### src/rtl/arb_pkg.sv
package arb_pkg;

  // positions inside the synchronized input vector
  localparam int IN_REQ = 0;
  localparam int IN_ACK = 1;
  localparam int IN_GNT = 2;
  localparam int IN_AS  = 3;
  localparam int IN_NUM = 4;

  typedef enum logic [1:0] {
    ST_IDLE   = 2'd0,  // no external master interest
    ST_PEND   = 2'd1,  // request seen, tenure not yet acknowledged
    ST_GAP    = 2'd2,  // request dropped after grant, waiting for acknowledge
    ST_TENURE = 2'd3   // acknowledge held by the controller
  } arb_state_e;

endpackage

### src/rtl/arb_sync.sv
module arb_sync #(
  parameter int WIDTH  = 4,
  parameter int STAGES = 2
) (
  input  logic             clk,
  input  logic             rst,
  input  logic [WIDTH-1:0] d,
  output logic [WIDTH-1:0] q
);

  logic [STAGES-1:0][WIDTH-1:0] chain;

  always_ff @(posedge clk) begin
    if (rst) begin
      chain <= '0;
    end else begin
      chain[0] <= d;
      for (int i = 1; i < STAGES; i++) begin
        chain[i] <= chain[i-1];
      end
    end
  end

  assign q = chain[STAGES-1];

endmodule

### src/rtl/arb_req_merge.sv
module arb_req_merge
  import arb_pkg::*;
#(
  parameter int GAP_HOLD = 4
) (
  input  logic clk,
  input  logic rst,
  input  logic req_act,      // synchronized controller request, active high
  input  logic ack_act,      // synchronized controller acknowledge, active high
  input  logic grant_given,  // grant currently passed to the controller
  output logic req_next,     // request state for the coming cycle
  output logic req_q         // registered CPU-side request, active high
);

  localparam int CNT_W = $clog2(GAP_HOLD + 1);
  localparam logic [CNT_W-1:0] CNT_LAST = CNT_W'(GAP_HOLD - 1);

  arb_state_e cur, nxt;
  logic [CNT_W-1:0] cnt, cnt_nxt;

  always_comb begin
    nxt     = cur;
    cnt_nxt = cnt;
    unique case (cur)
      ST_IDLE: begin
        if (ack_act)      nxt = ST_TENURE;
        else if (req_act) nxt = ST_PEND;
      end
      ST_PEND: begin
        if (ack_act) begin
          nxt = ST_TENURE;
        end else if (!req_act) begin
          if (grant_given) begin
            nxt     = ST_GAP;
            cnt_nxt = '0;
          end else begin
            nxt = ST_IDLE;
          end
        end
      end
      ST_GAP: begin
        if (ack_act)              nxt = ST_TENURE;
        else if (req_act)         nxt = ST_PEND;
        else if (cnt == CNT_LAST) nxt = ST_IDLE;
        else                      cnt_nxt = cnt + CNT_W'(1);
      end
      ST_TENURE: begin
        if (!ack_act) nxt = req_act ? ST_PEND : ST_IDLE;
      end
      default: nxt = ST_IDLE;
    endcase
  end

  assign req_next = (nxt != ST_IDLE);

  always_ff @(posedge clk) begin
    if (rst) begin
      cur   <= ST_IDLE;
      cnt   <= '0;
      req_q <= 1'b0;
    end else begin
      cur   <= nxt;
      cnt   <= cnt_nxt;
      req_q <= req_next;
    end
  end

  AST_ACK_KEEPS_REQ: assert property (@(posedge clk) disable iff (rst)
    ack_act |=> req_q);

  AST_GAP_HELD: assert property (@(posedge clk) disable iff (rst)
    (cur == ST_GAP && cnt != CNT_LAST) |=> req_q);

  AST_GAP_EXPIRES: assert property (@(posedge clk) disable iff (rst)
    (cur == ST_GAP && cnt == CNT_LAST && !req_act && !ack_act) |=> !req_q);

  AST_WITHDRAW_FAST: assert property (@(posedge clk) disable iff (rst)
    (cur == ST_PEND && !req_act && !ack_act && !grant_given) |=> !req_q);

  AST_TENURE_RELEASE: assert property (@(posedge clk) disable iff (rst)
    (cur == ST_TENURE && !req_act && !ack_act) |=> !req_q);

endmodule

### src/rtl/arb_grant_gate.sv
module arb_grant_gate (
  input  logic clk,
  input  logic rst,
  input  logic gnt_act,   // synchronized CPU grant, active high
  input  logic as_act,    // synchronized CPU address strobe, active high
  input  logic req_next,  // request state for the coming cycle
  output logic grant_q    // registered controller grant, active high
);

  always_ff @(posedge clk) begin
    if (rst) grant_q <= 1'b0;
    else     grant_q <= gnt_act && !as_act && req_next;
  end

  AST_AS_BLOCKS_GRANT: assert property (@(posedge clk) disable iff (rst)
    as_act |=> !grant_q);

  AST_GRANT_FOLLOWS_CPU: assert property (@(posedge clk) disable iff (rst)
    !gnt_act |=> !grant_q);

endmodule

### src/rtl/arb_bridge.sv
module arb_bridge
  import arb_pkg::*;
#(
  parameter int SYNC_STAGES = 2,
  parameter int GAP_HOLD    = 4
) (
  input  logic clk,
  input  logic rst,
  input  logic ctl_req_n,
  input  logic ctl_ack_n,
  input  logic cpu_grant_n,
  input  logic cpu_as_n,
  output logic cpu_req_n,
  output logic ctl_grant_n
);

  logic [IN_NUM-1:0] raw_act, s_act;
  logic req_next, req_q, grant_q;

  // convert to active-high before synchronizing so reset means "deasserted"
  always_comb begin
    raw_act          = '0;
    raw_act[IN_REQ]  = ~ctl_req_n;
    raw_act[IN_ACK]  = ~ctl_ack_n;
    raw_act[IN_GNT]  = ~cpu_grant_n;
    raw_act[IN_AS]   = ~cpu_as_n;
  end

  arb_sync #(
    .WIDTH  (IN_NUM),
    .STAGES (SYNC_STAGES)
  ) u_sync (
    .clk (clk),
    .rst (rst),
    .d   (raw_act),
    .q   (s_act)
  );

  arb_req_merge #(
    .GAP_HOLD (GAP_HOLD)
  ) u_merge (
    .clk         (clk),
    .rst         (rst),
    .req_act     (s_act[IN_REQ]),
    .ack_act     (s_act[IN_ACK]),
    .grant_given (grant_q),
    .req_next    (req_next),
    .req_q       (req_q)
  );

  arb_grant_gate u_gate (
    .clk      (clk),
    .rst      (rst),
    .gnt_act  (s_act[IN_GNT]),
    .as_act   (s_act[IN_AS]),
    .req_next (req_next),
    .grant_q  (grant_q)
  );

  assign cpu_req_n   = ~req_q;
  assign ctl_grant_n = ~grant_q;

  AST_REQ_MERGED: assert property (@(posedge clk) disable iff (rst)
    (s_act[IN_REQ] || s_act[IN_ACK]) |=> !cpu_req_n);

  AST_GRANT_NEEDS_REQ: assert property (@(posedge clk) disable iff (rst)
    $fell(ctl_grant_n) |-> !cpu_req_n);

endmodule

### config.mk
export PLATFORM = sky130hd
export DESIGN_NAME = arb_bridge
export DESIGN_NICKNAME = d
export VERILOG_FILES = /design/src/rtl/arb_pkg.sv /design/src/rtl/arb_sync.sv /design/src/rtl/arb_req_merge.sv /design/src/rtl/arb_grant_gate.sv /design/src/rtl/arb_bridge.sv
export SDC_FILE = /design/constraint.sdc
export NUM_CORES = 1
export LEC_CHECK = 0
export BUFFER_PORTS_ARGS = -buffer_cell sky130_fd_sc_hd__buf_2
export CAP_MARGIN = 20
export CORE_AREA = 10 10 47 49
export DETAILED_ROUTE_END_ITERATION = 7
export DIE_AREA = 0 0 57 59
export PLACE_DENSITY = 0.61
export SLEW_MARGIN = 20
export SYNTH_ARGS = -nofsm -noshare
export SYNTH_HDL_FRONTEND = slang
export SYNTH_SLANG_ARGS = --single-unit
### constraint.sdc
create_clock -name clk -period 1.7 [get_ports clk]
set_input_delay 0.085 -clock clk [delete_from_list [all_inputs] [get_ports clk]]
set_output_delay 0.085 -clock clk [all_outputs]
set_load 0.01 [all_outputs]
==> results.yml <==
drt:
  wirelength_um: 910
  via_per_inst: 4.31
  wl_met1_um: 411
  wl_met2_um: 438
  via_count: 362
  highest_layer: "met4"
  post_drt_wl_per_cell_um: 10.8
  drt_first_pass_iters: 3
  dr_wl_met3_um: 51
  drc: 0
  drt_iter0_markers: 2
  antenna_left: 0
yosys:
  ys_seq_area_frac: 0.537
  synth.most_common_cell: "dfxtp_1"
  synth.distinct_cells: 18
  syn-num-nets: 58
  synth-edff-count: 0
  synth.top_cell.area_share: 0.537
  synthTopCellsByCount: "15 x dfxtp_1, 7 x nor2_1, 5 x nor2b_1"
  synth_cells: 50
  synth_area_leaders: "dfxtp_1 54%, nor2b_1 5.6%, a2111oi_4 4.9%"
  ys.flop_type: "dfxtp_1"
  postSynthAreaPerCell_um2: 11.2
  async_flop_share: 0
  synth.largest_area_cell: "dfxtp_1"
  ys_ff_latch: 15
  syn_area_um2: 559
  yosys_warnings: 0
worst_setup_path:
  critPathLaunchType: "register"
  worstPathRequired_ps: 1860
  crit_chain: "ha_4, ha_4, or3b_4, a21boi_4, mux2_4"
  arrival_ps: 1850
  cp-startpoint: "u_merge.cnt[1]"
  critPathCaptureType: "register"
  cpMostUsedCell: "ha_4"
  critPathBufInv: 0
  critPathTopFamily: "simple AND/OR/NAND/NOR gates"
  critPathSlowestCell: "or3b_4"
  worstReg2RegStart: "u_merge.cnt[1]"
  cp_max_fo: 3
  criticalPathCategory: "register to register"
  critPathMaxStageDelay_ps: 410
layout:
  layout-drive-gt1-share: 0.353
  nets: 77
  area_growth_syn_to_layout_pct: 32.7
  stdcell_area_um2: 742
  fill_cells: 127
  diodes: 0
  utilization: 0.529
  fin_cells: 84
sta:
  finalClockSkew_ps: 2.10
  holdWs_ps: 165
  setup_viol: 0
  max_freq_mhz: 594
  worstMarginPinSlew_ps: 318
  finalMaxSlewViolations: 0
  fin_crit_sh: 0.990
  maxSlewHeadroom: 0.788
  rsz0062_at_grt: "yes"
  finalCriticalPeriod_ps: 1680
  hold_viol_final: 0
floorplanning:
  core-area_um2: 1400
  initial_utilization: 0.399
  io-pin-count: 8
  die_area_um2: 3360
  die_w_um: 57
  std_cell_rows: 14
  die_h_um: 59
placed_design:
  place_area_um2: 633
  dpl.cell_count: 75
  portBuffers: 7
  gp_congestion: 0.748
  hpwl_um: 675
flow_run:
  maxCapViolations: 0
power_and_ir_drop:
  finalPower_uw: 610
  power_density_nw_per_um2: 822
  vdd_ir_drop_max_uv: 462
  power_leakage_nw: 0.301
grt:
  grt_pass1_wl_um: 1560
  antenna_found_initial: 0
  grt_overflow_total: 0
  grt_max_degree: 19
  gr-usage-all-layers: 0.0595
  grt_pass1_vias: 400
clocking:
  clk_latency_ps: 270
  root_buffer: "clkbuf_4"
  cts.sinks: 15
  cts_tree: "yes"
  cts_max_path_buffers: 2
  cts_made_buffers: 3
  clk_pin_slew_ps: 80
  htreeDepth: 1
worst_hold_path:
  worstHoldStart: "rst"
  hp-class: "input pin to register"
status:
  outcome: "completed"
kinds of logic after synthesis:
family,count (synthesis),synth area share
buffers and inverters,5,0.0335
flip-flops,15,0.537
AND/OR/NAND/NOR,20,0.208
multiplexers,3,0.0582
AO/OA/AOI/OAI,5,0.119
adder cells (fa/ha/maj),2,0.0447
sequential cells by signal, summed over array words and instances, names as in the netlist:
signal,cells
u_sync.q,4
u_merge.req_q,1
u_sync.chain,4
u_gate.grant_q,1
u_merge.cur,2
u_merge.cnt,3
final timing paths:
path,end,slack (ps),cells past startpoint
min reg2reg,u_sync.q[2],440,1
max reg2reg,u_merge.cnt[2],20,5
max,u_merge.cnt[2],20,5
min,u_sync.chain[0],170,2
layout make-up:
| class | instances | area [um2] | share of cell area |
|---|---|---|---|
| inverters | 4 | 15.0 | 0.0202 |
| clock buffers | 4 | 26.3 | 0.0354 |
| well taps | 16 | 20.0 | 0.0270 |
| repair buffers | 15 | 105 | 0.142 |
| multi-input cells | 30 | 273 | 0.368 |
| flip-flops and latches | 15 | 303 | 0.408 |
cell usage in the layout (no fill, tap or decap), types with 3 or more instances in the layout:
master / synthesis / layout
dfxtp_1: 15 / 13
nor2_1: 7 / 7
buf_2: 0 / 7
nor2b_1: 5 / 5
inv_1: 4 / 4
dlygate4sd3_1: 0 / 4
buf_4: 0 / 4
clkbuf_4: 0 / 3
worst reg2reg max path: stages (launching register included):
cell and delay [ps]:
dfxtp_2 340, ha_4 160, ha_4 140, or3b_4 410, a21boi_4 210, mux2_4 310
routing by layer:
| layer | global-route usage | up-vias |
|---|---|---|
| li1 | - | 197 |
| met1 | 0.0493 | 157 |
| met2 | 0.112 | 6 |
| met3 | 0.0322 | 2 |
| met4 | 0.0302 | 0 |
| met5 | 0 | - |
repair_timing:
item | in CTS | in global routing
pin swaps | 1 | 3
setup buffers | 0 | 1
setup endpoints to repair | 2 | 3
hold endpoints to repair | 4 | 0
gates resized for setup | 0 | 8
hold buffers | 4 | 0
stage by stage:
step	setup TNS (ps)	setup slack, ps
detailed placement	-17.0	-11.9
global route	-52.0	-28.2
global placement	0	5.08
finish	0	16.3
floorplan	0	27.8
CTS	-13.9	-7.28
power breakdown:
group	switching, mW	internal, mW
clock network	0.0976	0.0906
logic	0.0222	0.0303
registers	0.00501	0.364
No activity file was read; power rests on OpenSTA's default activity.
